### src/rtl/pm_pkg.sv
package pm_pkg;
  localparam int CFG_DW = 32;
  localparam int CFG_BE_W = CFG_DW / 8;
  localparam int PS_W = 2;
  localparam int DSEL_W = 4;
  localparam int NUM_PS = 1 << PS_W;

  typedef enum logic [PS_W-1:0] {
    PS_D0    = 2'd0,
    PS_D1    = 2'd1,
    PS_D2    = 2'd2,
    PS_D3HOT = 2'd3
  } pstate_e;

  localparam logic [7:0] CAP_ID     = 8'h01;
  localparam logic [7:0] CAP_NEXT   = 8'h00;
  localparam logic [2:0] CAP_VER    = 3'b010;
  localparam logic [2:0] AUX_I_FULL = 3'b111;

  localparam int BIT_EN = 8;
  localparam int BIT_DSEL_LO = 9;
  localparam int BIT_ST = 15;
endpackage

### src/rtl/pm_strap.sv
module pm_strap (
  input  logic clk,
  input  logic por_rst,
  input  logic hw_rst,
  input  logic aux_det,
  input  logic nv_d3c_en,
  output logic d3c_live,
  output logic d3c_sup
);
  assign d3c_live = aux_det & nv_d3c_en;

  always_ff @(posedge clk) begin
    if (por_rst || hw_rst) d3c_sup <= d3c_live;
  end
endmodule

### src/rtl/pm_ctrl.sv
module pm_ctrl
  import pm_pkg::*;
#(
  parameter bit SUPPORT_D1 = 1'b1,
  parameter bit SUPPORT_D2 = 1'b1
) (
  input  logic                clk,
  input  logic                por_rst,
  input  logic                hw_rst,
  input  logic                d3c_live,
  input  logic                wr_ctl,
  input  logic [CFG_BE_W-1:0] be,
  input  logic [CFG_DW-1:0]   wdata,
  input  logic                wake,
  output pstate_e             pstate,
  output logic                pme_en,
  output logic                pme_st,
  output logic [DSEL_W-1:0]   dsel,
  output logic                pme_oe
);
  logic [NUM_PS-1:0] st_ok;

  genvar gi;
  generate
    for (gi = 0; gi < NUM_PS; gi++) begin : g_ok
      if (gi == int'(PS_D1)) begin : g_d1
        assign st_ok[gi] = SUPPORT_D1;
      end else if (gi == int'(PS_D2)) begin : g_d2
        assign st_ok[gi] = SUPPORT_D2;
      end else begin : g_base
        assign st_ok[gi] = 1'b1;
      end
    end
  endgenerate

  pstate_e           pstate_n;
  logic              en_n, st_n;
  logic [DSEL_W-1:0] dsel_n;
  logic [PS_W-1:0]   req;
  logic              any_rst, keep_sticky;

  assign req = wdata[PS_W-1:0];
  assign any_rst = por_rst | hw_rst;
  assign keep_sticky = hw_rst & ~por_rst & d3c_live;

  always_comb begin
    pstate_n = pstate;
    en_n = pme_en;
    st_n = pme_st;
    dsel_n = dsel;
    if (any_rst) begin
      pstate_n = PS_D0;
      dsel_n = '0;
      if (!keep_sticky) begin
        en_n = 1'b0;
        st_n = 1'b0;
      end
    end else begin
      if (wr_ctl && be[0] && st_ok[req]) pstate_n = pstate_e'(req);
      if (wr_ctl && be[1]) begin
        en_n = wdata[BIT_EN];
        dsel_n = wdata[BIT_DSEL_LO +: DSEL_W];
        if (wdata[BIT_ST]) st_n = 1'b0;
      end
      if (wake) st_n = 1'b1;
    end
  end

  always_ff @(posedge clk) begin
    pstate <= pstate_n;
    pme_en <= en_n;
    pme_st <= st_n;
    dsel <= dsel_n;
    pme_oe <= st_n & en_n;
  end
endmodule

### src/rtl/pm_rdport.sv
module pm_rdport
  import pm_pkg::*;
(
  input  logic              clk,
  input  logic              rst,
  input  logic              rd,
  input  logic              sel,
  input  logic [CFG_DW-1:0] cap_word,
  input  logic [CFG_DW-1:0] ctl_word,
  output logic [CFG_DW-1:0] rdata
);
  always_ff @(posedge clk) begin
    if (rst) rdata <= '0;
    else if (rd) rdata <= sel ? ctl_word : cap_word;
  end
endmodule

### src/rtl/pm_cap_regs.sv
module pm_cap_regs
  import pm_pkg::*;
#(
  parameter bit SUPPORT_D1 = 1'b1,
  parameter bit SUPPORT_D2 = 1'b1
) (
  input  logic                clk,
  input  logic                por_rst,
  input  logic                hw_rst,
  input  logic                aux_det,
  input  logic                nv_d3c_en,
  input  logic                wake_evt,
  input  logic                cfg_wr,
  input  logic                cfg_rd,
  input  logic                cfg_sel,
  input  logic [CFG_BE_W-1:0] cfg_be,
  input  logic [CFG_DW-1:0]   cfg_wdata,
  output logic [CFG_DW-1:0]   cfg_rdata,
  output logic                pme_oe
);
  logic              d3c_live, d3c_sup_q;
  pstate_e           pstate_q;
  logic              pme_en_q, pme_st_q;
  logic [DSEL_W-1:0] dsel_q;
  logic [CFG_DW-1:0] cap_word, ctl_word;

  pm_strap u_strap (
    .clk      (clk),
    .por_rst  (por_rst),
    .hw_rst   (hw_rst),
    .aux_det  (aux_det),
    .nv_d3c_en(nv_d3c_en),
    .d3c_live (d3c_live),
    .d3c_sup  (d3c_sup_q)
  );

  pm_ctrl #(
    .SUPPORT_D1(SUPPORT_D1),
    .SUPPORT_D2(SUPPORT_D2)
  ) u_ctrl (
    .clk     (clk),
    .por_rst (por_rst),
    .hw_rst  (hw_rst),
    .d3c_live(d3c_live),
    .wr_ctl  (cfg_wr & cfg_sel),
    .be      (cfg_be),
    .wdata   (cfg_wdata),
    .wake    (wake_evt),
    .pstate  (pstate_q),
    .pme_en  (pme_en_q),
    .pme_st  (pme_st_q),
    .dsel    (dsel_q),
    .pme_oe  (pme_oe)
  );

  // Wake-capable states: D3cold, D3hot, D2, D1, D0 (bits 31..27)
  assign cap_word = {d3c_sup_q, 1'b1, SUPPORT_D2, SUPPORT_D1, 1'b1,
                     SUPPORT_D2, SUPPORT_D1,
                     d3c_sup_q ? AUX_I_FULL : 3'b000,
                     3'b000, CAP_VER, CAP_NEXT, CAP_ID};

  assign ctl_word = {16'h0000, pme_st_q, 2'b00, dsel_q, pme_en_q,
                     6'b000000, pstate_q};

  pm_rdport u_rd (
    .clk     (clk),
    .rst     (por_rst | hw_rst),
    .rd      (cfg_rd),
    .sel     (cfg_sel),
    .cap_word(cap_word),
    .ctl_word(ctl_word),
    .rdata   (cfg_rdata)
  );
endmodule

### config.mk
export PLATFORM = sky130hd
export DESIGN_NAME = pm_cap_regs
export DESIGN_NICKNAME = d
export VERILOG_FILES = /design/src/rtl/pm_pkg.sv /design/src/rtl/pm_strap.sv /design/src/rtl/pm_ctrl.sv /design/src/rtl/pm_rdport.sv /design/src/rtl/pm_cap_regs.sv
export SDC_FILE = /design/constraint.sdc
export NUM_CORES = 1
export LEC_CHECK = 0
export BUFFER_PORTS_ARGS = -buffer_cell sky130_fd_sc_hd__buf_4
export CAP_MARGIN = 30
export CORE_AREA = 2 2 67 69
export DETAILED_ROUTE_END_ITERATION = 12
export DIE_AREA = 0 0 69 71
export PLACE_DENSITY = 0.62
export SLEW_MARGIN = 10
export SYNTH_ARGS = -nofsm -noshare
export SYNTH_HDL_FRONTEND = slang
export SYNTH_SLANG_ARGS = --single-unit
### constraint.sdc
create_clock -name clk -period 1.8 [get_ports clk]
set_clock_uncertainty 0.1 [all_clocks]
set_input_delay 0.54 -clock clk [delete_from_list [all_inputs] [get_ports clk]]
set_output_delay 0.54 -clock clk [all_outputs]
set_load 0.03 [all_outputs]
==> results of run 1 <==
[per-layer routing]
metal | up-vias | global-route usage [%] | routed length (microns)
li1 | 398 | - | -
met5 | - | 0 | 0
met3 | 2 | 1.28 | 130
met2 | 32 | 14.2 | 974
met4 | 0 | 2.61 | 14
met1 | 336 | 9.44 | 845
[metrics by stage]
| step | power (W) | instance area, sq um | hold slack, ns | instances | util (%) |
|---|---|---|---|---|---|
| floorplan | 0.000595 | 1000 | 0.332 | 124 | - |
| global placement | 0.000625 | 1190 | 0.343 | 191 | 28.3 |
| detailed placement | 0.000626 | 1190 | 0.347 | 191 | 28.3 |
| CTS | 0.000924 | 1230 | 0.357 | 195 | 29.3 |
| global route | 0.000956 | 1230 | 0.382 | 195 | 29.3 |
| finish | 0.000909 | 1230 | 0.356 | 195 | 29.3 |
[final timing paths]
path / startpoint / end / depth (start not counted)
hold reg to reg: u_ctrl.dsel[0]$_SDFFE_PN0N_ / u_ctrl.dsel[0]$_SDFFE_PN0N_ / 2
setup / recovery: u_rd.rdata[30]$_SDFFE_PN0P_ / cfg_rdata[27] / 1
hold / removal: u_ctrl.dsel[0]$_SDFFE_PN0N_ / u_ctrl.dsel[0]$_SDFFE_PN0N_ / 2
setup reg to reg: u_ctrl.pme_st$_DFF_P_ / u_ctrl.pme_oe$_DFF_P_ / 3
[cell families after synthesis]
kind of cell | share of synthesized area, %
AOI/OAI and AO/OA | 14.5
buffers and inverters | 22.0
muxes | 2.10
DFF | 43.0
other | 0.393
and+or+nand+nor | 18.0
[cells in the final DEF (no fill, tap or decap)]
| cell type | n |
|---|---|
| and3_1 | 1 |
| dfxtp_1 | 19 |
| buf_4 | 42 |
| a221oi_2 | 1 |
| clkbuf_8 | 3 |
| nand2_1 | 8 |
| a31oi_1 | 1 |
| a21oi_1 | 13 |
| nand2b_1 | 8 |
| nor2_1 | 4 |
| clkbuf_1 | 1 |
| mux2i_1 | 2 |
| o21ai_1 | 1 |
| nand3_1 | 10 |
| nand3b_1 | 1 |
| a211oi_1 | 1 |
| and2_1 | 1 |
| a21boi_0 | 1 |
| o2111ai_1 | 1 |
| conb_1 | 13 |
| inv_1 | 5 |
| edfxtp_1 | 1 |
| a211o_1 | 1 |
| o21ai_0 | 3 |
| nor2b_1 | 1 |
[cell type report]
class,count,area (sq um)
Clock buffer,4,45.0
Sequential cell,20,410
Fill cell,470,2970
Tap cell,52,65.1
Timing Repair Buffer,42,315
Inverter,5,18.8
Multi-Input combinational cell,72,379
[worst register-to-register path, delay by kind of cell, from the launching register on]
family	cells	cell delay, ns
AO/OA/AOI/OAI	2	0.35
flip-flops	1	0.37
AND/OR/NAND/NOR	1	0.18
[flip-flops by register name, summed over array words and instances (netlist names)]
register	cells
u_ctrl.pme_oe	1
u_strap.d3c_sup	1
u_ctrl.pstate	2
u_rd.rdata	10
u_ctrl.pme_st	1
u_ctrl.pme_en	1
u_ctrl.dsel	4
[power by group through the flow]
| stage | combinational [W] | sequential (W) | clock, W |
|---|---|---|---|
| after floorplan | 0.000119 | 0.000476 | 0 |
| after global placement | 0.000153 | 0.000471 | 0 |
| after detailed placement | 0.000154 | 0.000472 | 0 |
| after CTS | 0.000154 | 0.000461 | 0.000309 |
| after global routing | 0.000163 | 0.000463 | 0.000330 |
| final | 0.000153 | 0.000461 | 0.000295 |
==> results_dict.tcl, run 1 <==
set metrics [dict create \
    status "complete, no violations" \
    start_util_pct 22.7 \
    h-tree-depth 1 \
    setup_violations 0 \
    antenna_cells 0 \
    clock_latency_ns 0.25 \
    synth_ff_type "dfxtp_1" \
    final_antenna_net_count 0 \
    cp_max_fo 8 \
    cp_cell_sequence "buf_4" \
    critical_path_required_ns 1.16 \
    dp.final_hpwl_mm 1.53 \
    io_buffers 38 \
    syn_area_per_cell_sq_um 8.52 \
    die_h_microns 71 \
    cp-start-kind "flip-flop" \
    max_stage_delay_ns 0.45 \
    p_int_w 0.000668 \
    io_pins 78 \
    synth_area_leaders "dfxtp_1, buf_4, a21oi_1" \
    cts_root_buf "clkbuf_8" \
    ctsResizeCount 0 \
    endpoint_kind "output pin" \
    die_width_microns 69 \
    max_freq_mhz 642 \
    cap_violations 0 \
    grt_pass1_vias 696 \
    switching_share_pct 26.5 \
    place_congestion 0.647 \
    grt_overflow_total 0 \
    hp-class "flip-flop to flip-flop" \
    synth_edf_count 1 \
    syn_inst 112 \
    p_switching_w 0.000241 \
    cts_tree "done" \
    finalHoldViolCount 0 \
    p_leak_nw 0.530 \
    pwr-share-seq_pct 50.7 \
    firstDrtPassIters 4 \
    synth_area_sq_um 955 \
    p_per_area_nw_per_um2 737 \
    cp_slowest_cell "dfxtp_1" \
    yosysWarningCount 0 \
    grt_pass1_wl_mm 3.11 \
    core-area_sq_um 4200 \
    crit_type "flip-flop to output pin" \
    arrival_ns 0.92 \
    crit_buf_inv 1 \
    drt_iter0_markers 16 \
    drcViolationCount 0 \
    routed_via_density 3.94 \
    grt_start_max_net_pins 21 \
    period_minus_slack_ns 1.56 \
    track_usage_pct 7.84 \
    hold_buffers 0 \
    rsz0062_at_grt "no" \
    dp_slack_ns 0.178 \
    clkTransAtPathRegs_ns 0.07 \
    netlist_top_cells_count "buf_4, dfxtp_1, a21oi_1" \
    tns_ns 0 \
    antenna_found_initial 0 \
    die_area_sq_um 4900 \
    p_comb_share_pct 16.8 \
    ys_types 25 \
    synth_most_common_cell "buf_4" \
    vias 768 \
    ys_ff_latch 20 \
    fin_ws_ns 0.242 \
    clkSinkCount 20 \
    drt-total-wl_mm 1.97 \
    rows 24 \
    netlist.area_leader.share_pct 39.8 \
    cts_setup_buffers 0 \
    synth_top_area_cell "dfxtp_1" \
    clock_path_buffers 2 \
    vdd_drop_max_mv 0.318 \
    drive_above_1_share_pct 32.2 \
    synthToLayoutAreaGrowth_pct 29.2 \
    ys_seq_area_share_pct 43.0 \
    critical-path-top-delay-family "flip-flops" \
    maxSlewViolCount 0 \
    wl_per_cell_microns 10.1 \
    pwr-share-clk_pct 32.4 \
    final_net_count 189 \
    synth-async-reset-ratio_pct 0 \
    r2r_slack_ns 0.73 \
    fin_crit_sh_pct 86.6 \
    cts_buffers 3 \
]
No activity file was read; power rests on OpenSTA's default activity.
==> run 2, diff against run 1 <==
--- a/config.mk
+++ b/config.mk
@@ -5,12 +5,12 @@
 export SDC_FILE = /design/constraint.sdc
 export NUM_CORES = 1
 export LEC_CHECK = 0
-export BUFFER_PORTS_ARGS = -buffer_cell sky130_fd_sc_hd__buf_4
 export CAP_MARGIN = 30
 export CORE_AREA = 2 2 67 69
 export DETAILED_ROUTE_END_ITERATION = 12
 export DIE_AREA = 0 0 69 71
-export PLACE_DENSITY = 0.62
+export DONT_BUFFER_PORTS = 1
+export PLACE_DENSITY = 0.46
 export SLEW_MARGIN = 10
 export SYNTH_ARGS = -nofsm -noshare
 export SYNTH_HDL_FRONTEND = slang
==> constraint.sdc (replaced) <==
create_clock -name clk -period 1.85 [get_ports clk]
set_clock_uncertainty 0.1 [all_clocks]
set_input_delay 0.555 -clock clk [delete_from_list [all_inputs] [get_ports clk]]
set_output_delay 0.555 -clock clk [all_outputs]
set_load 0.03 [all_outputs]
==> run 2 against run 1 <==
Effect of this change: combinational power down 40%; global-route usage down 0.30 points; worst setup slack better by 0.042 ns; count of clock-buffer cells in the layout unchanged; cell count down 20%; core utilization down 6.4 points; via count down 21%; non-clock buffer count down 39; critical path type unchanged.
==> results_dict.tcl, run 2 (synthesized netlist as in run 1, its figures left out) <==
set metrics [dict create \
    dp.final_hpwl_mm 1.39 \
    nFillCells 469 \
    antenna_found_initial 0 \
    die_h_microns 71 \
    rsz0062_at_grt "no" \
    drt-total-wl_mm 1.84 \
    die_width_microns 69 \
    status "complete, no violations" \
    largestRegisters "u_rd.rdata (10), u_ctrl.dsel (4), u_ctrl.pstate (2)" \
    cp_cell_sequence "buf_4" \
    max_freq_mhz 638 \
    rows 24 \
    p_per_area_nw_per_um2 904 \
    core-area_sq_um 4200 \
    hold_buffers 0 \
    place_congestion 0.698 \
    clock_latency_ns 0.25 \
    endpoint_kind "output pin" \
    wl_per_cell_microns 11.8 \
    setup_violations 0 \
    arrival_ns 0.91 \
    final_net_count 150 \
    layout_commonest_cell "dfxtp_1" \
    maxSlewViolCount 0 \
    cts_tree "done" \
    pwr-share-clk_pct 37.7 \
    drcViolationCount 0 \
    fin_crit_sh_pct 84.7 \
    drive_above_1_share_pct 8.65 \
    tns_ns 0 \
    crit_cells 1 \
    pwr-share-seq_pct 51.7 \
    holdPathStages 1 \
    io_buffers 0 \
    cts_buffers 3 \
    clkTransAtPathRegs_ns 0.07 \
    cts_setup_buffers 0 \
    largest_reg_flops 10 \
    ctsResizeCount 0 \
    grt_overflow_total 0 \
    critical-path-top-delay-family "flip-flops" \
    max_stage_delay_ns 0.33 \
    vdd_drop_max_mv 0.324 \
    final_antenna_net_count 0 \
    io_pins 78 \
    routed_via_density 3.88 \
    crit_buf_inv 1 \
    grt_pass1_wl_mm 2.91 \
    crit_type "flip-flop to output pin" \
    drt_iter0_markers 18 \
    switching_share_pct 25.3 \
    die_area_sq_um 4900 \
    cp_slowest_cell "dfxtp_1" \
    p_switching_w 0.000221 \
    top_layer "met4" \
    finalHoldViolCount 0 \
    cts_root_buf "clkbuf_8" \
    clock_path_buffers 2 \
    synthToLayoutAreaGrowth_pct 1.05 \
    h-tree-depth 1 \
    slew_headroom_pct 64.5 \
    antenna_cells 0 \
    wl_met3_microns 172 \
    p_int_w 0.000651 \
    p_comb_share_pct 10.6 \
    hp-class "input port to flip-flop" \
    cp-start-kind "flip-flop" \
    dr_wl_met2_microns 853 \
    r2r_slack_ns 0.71 \
    drt-met1-wl_microns 804 \
    vias 606 \
    grt_pass1_vias 594 \
    critical_path_required_ns 1.19 \
    p_leak_nw 0.342 \
    cap_violations 0 \
    track_usage_pct 7.54 \
    grt_start_max_net_pins 21 \
    cp_max_fo 4 \
    top_register "u_rd.rdata" \
    firstDrtPassIters 4 \
    worst_pin_slew_ns 0.532 \
    r2r.worst_path.cells 3 \
    period_minus_slack_ns 1.57 \
    power_w 0.000872 \
    final_cell_mix "dfxtp_1, a21oi_1, conb_1, nand3_1" \
    clkSinkCount 20 \
    start_util_pct 22.7 \
    hold-worst-slack_ns 0.281 \
]
run 2: changes by cell type in the layout (fill, tap and decap cells not counted):
| cell | before | now |
|---|---|---|
| clkbuf_1 | 1 | 0 |
| clkbuf_8 | 3 | 4 |
| buf_12 | 0 | 1 |
| buf_4 | 42 | 2 |
| dfxtp_2 | 0 | 1 |
| dfxtp_1 | 19 | 18 |
run 2: power by group through the flow:
| stage | Sequential (W) | Combinational, W | Clock [W] |
|---|---|---|---|
| 3_3_place_gp | 0.000461 | 0.0000914 | 0 |
| 2_1_floorplan | 0.000463 | 0.000116 | 0 |
| 6_report | 0.000451 | 0.0000924 | 0.000329 |
| 4_1_cts | 0.000451 | 0.0000924 | 0.000349 |
| 5_1_grt | 0.000452 | 0.0000988 | 0.000369 |
| 3_5_place_dp | 0.000461 | 0.0000924 | 0 |
run 2: path summary, 6_finish.rpt:
| path | start | to |
|---|---|---|
| worst min-delay path | cfg_rd | u_rd.rdata[30]$_SDFFE_PN0P_ |
| worst max-delay path | u_rd.rdata[24]$_SDFFE_PN0P_ | cfg_rdata[22] |
| worst min register to register | u_ctrl.dsel[3]$_SDFFE_PN0N_ | u_ctrl.dsel[3]$_SDFFE_PN0N_ |
| worst max register to register | u_ctrl.pme_st$_DFF_P_ | u_ctrl.pme_oe$_DFF_P_ |
run 2: per-stage QoR:
step	instance area (sq um)	cells	setup WS [ns]	util (%)
after global routing	965	156	0.227	22.9
after floorplan	1000	124	0.294	-
final	965	156	0.283	22.9
after CTS	965	156	0.264	22.9
after detailed placement	910	152	0.217	21.6
after global placement	910	152	0.252	21.6
run 2: layout make-up:
| type | instances | area, sq um | share of cell area [%] |
|---|---|---|---|
| inverter | 5 | 18.8 | 1.95 |
| timing repair buffer | 3 | 35.0 | 3.63 |
| multi-input combinational | 72 | 379 | 39.3 |
| sequential | 20 | 412 | 42.7 |
| clock buffer | 4 | 55.1 | 5.71 |
| tap | 52 | 65.1 | 6.74 |
run 2: routing by layer:
metal | up-vias | GRT usage (%)
li1 | 320 | -
met1 | 262 | 9.09
met2 | 22 | 11.9
met3 | 2 | 4.27
met4 | 0 | 1.53
met5 | - | 0
==> run 3, diff against run 2 <==
--- a/config.mk
+++ b/config.mk
@@ -10,7 +10,7 @@
 export DETAILED_ROUTE_END_ITERATION = 12
 export DIE_AREA = 0 0 69 71
 export DONT_BUFFER_PORTS = 1
-export PLACE_DENSITY = 0.46
+export PLACE_DENSITY = 0.47
 export SLEW_MARGIN = 10
 export SYNTH_ARGS = -nofsm -noshare
 export SYNTH_HDL_FRONTEND = slang
==> constraint.sdc (replaced) <==
create_clock -name clk -period 1.43 [get_ports clk]
set_clock_uncertainty 0.1 [all_clocks]
set_input_delay 0.429 -clock clk [delete_from_list [all_inputs] [get_ports clk]]
set_output_delay 0.429 -clock clk [all_outputs]
set_load 0.03 [all_outputs]
==> run 3 against run 2 <==
Effect of this change: sequential share of layout area shrank 1.1 points; critical path depth is the same; via count rose by 9.9%; largest cell class unchanged; core utilization increased by 0.60 points; final area grew 2.6%; worst setup slack got worse by 0.25 ns; critical path type unchanged; routed wire length up 4.5%; clock power increased by 15%.
==> results_dict.tcl, run 3 (synthesized netlist as in run 1, its figures left out) <==
set metrics [dict create \
    status "complete, no violations" \
    hold_end "u_rd.rdata[30]$_SDFFE_PN0P_" \
    critical_path_required_ns 0.90 \
    period_minus_slack_ns 1.40 \
    clock_path_buffers 2 \
    routed_via_density 4.19 \
    maxSlewViolCount 0 \
    drt_iter0_markers 6 \
    tns_ns 0 \
    h-tree-depth 1 \
    vias 666 \
    p_per_area_nw_per_um2 1100 \
    crit_buf_inv 1 \
    die_area_sq_um 4900 \
    rows 24 \
    postLayoutCoreUtil_pct 23.5 \
    cp_slowest_cell "dfxtp_2" \
    largestRegisters "u_rd.rdata (10), u_ctrl.dsel (4), u_ctrl.pstate (2)" \
    io_buffers 0 \
    hold_buffers 0 \
    largest_reg_flops 10 \
    cp_max_fo 7 \
    rsz0062_at_grt "yes" \
    reg2reg_to "u_ctrl.pme_oe$_DFF_P_" \
    die_h_microns 71 \
    hp-class "input port to flip-flop" \
    track_usage_pct 8.14 \
    clkSinkCount 20 \
    crit_type "flip-flop to output pin" \
    grt_overflow_total 0 \
    setup_violations 0 \
    grt_start_max_net_pins 21 \
    place_congestion 0.680 \
    antenna_cells 0 \
    min_from "cfg_rd" \
    die_width_microns 69 \
    cts_buffers 3 \
    drcViolationCount 0 \
    dp.final_hpwl_mm 1.50 \
    start_util_pct 22.7 \
    max_stage_delay_ns 0.35 \
    p_leak_nw 0.353 \
    top_register "u_rd.rdata" \
    vdd_drop_max_mv 0.261 \
    holdPathStages 1 \
    multi_input_area_sq_um 379 \
    firstDrtPassIters 2 \
    r2r_slack_ns 0.33 \
    cts_setup_buffers 0 \
    arrival_ns 0.87 \
    cp-start-kind "flip-flop" \
    cts_root_buf "clkbuf_8" \
    power_w 0.00109 \
    r2r.worst_path.cells 3 \
    cp_cell_sequence "buf_12" \
    drive_above_1_share_pct 10.3 \
    final_antenna_net_count 0 \
    grt_pass1_wl_mm 3.07 \
    fin_crit_sh_pct 98.0 \
    clock_latency_ns 0.26 \
    finalHoldViolCount 0 \
    endpoint_kind "output pin" \
    layout_commonest_cell "dfxtp_1" \
    synthToLayoutAreaGrowth_pct 3.67 \
    cap_violations 0 \
    io_pins 78 \
    grt_pass1_vias 645 \
    final_net_count 153 \
    stdcell_count 159 \
    cts_tree "done" \
    drt-total-wl_mm 1.92 \
    core-area_sq_um 4200 \
    nFillCells 478 \
    wl_per_cell_microns 12.1 \
    clkTransAtPathRegs_ns 0.07 \
    final_cell_mix "dfxtp_1, a21oi_1, conb_1, nand3_1" \
    antenna_found_initial 0 \
    critical-path-top-delay-family "flip-flops" \
    regArea_sq_um 412 \
    ctsResizeCount 0 \
    r2r_start "u_ctrl.pme_st$_DFF_P_" \
    max_freq_mhz 714 \
    hold-worst-slack_ns 0.152 \
    place_inst 155 \
]
run 3: layout make-up:
class                   count  share of cell area, %
inverters                   5                   1.90
repair buffers              6                   7.08
flip-flops and latches     20                   41.6
multi-input cells          72                   38.3
clock buffers               4                   4.55
well taps                  52                   6.57
run 3: metrics by stage:
stage | instance area [sq um] | worst slack, ns
after floorplan | 1000 | 0.0353
after global placement | 945 | 0.0473
after detailed placement | 945 | 0.0190
after CTS | 990 | 0.0189
after global routing | 990 | -0.00463
final | 990 | 0.0292
run 3: per-layer routing:
layer  vias up  wire [microns]  track usage, %
met5         -               0               0
met2        27             991            13.7
met4         0              25            4.79
li1        328               -               -
met3         4             186            3.85
met1       307             720            8.30
run 3: worst max-delay path by stage:
stage / cells after the start / startpoint / to / slack, ns
detailed placement: 3 / cfg_be[1] / u_ctrl.pme_oe$_DFF_P_ / 0.02
finish: 1 / u_rd.rdata[30]$_SDFFE_PN0P_ / cfg_rdata[25] / 0.03
global placement: 3 / cfg_be[1] / u_ctrl.pme_oe$_DFF_P_ / 0.05
global route: 1 / u_rd.rdata[30]$_SDFFE_PN0P_ / cfg_rdata[28] / -0.005
floorplan: 4 / cfg_be[1] / u_ctrl.pme_oe$_DFF_P_ / 0.04
CTS: 1 / u_rd.rdata[30]$_SDFFE_PN0P_ / cfg_rdata[25] / 0.02
run 3: power breakdown:
group	leakage, nW	total (W)	internal (W)	switching, W
clock	0.0228	0.000378	0.000198	0.000180
sequential	0.165	0.000584	0.000573	0.0000109
combinational	0.165	0.000128	0.0000316	0.0000961
total	0.353	0.00109	0.000803	0.000287
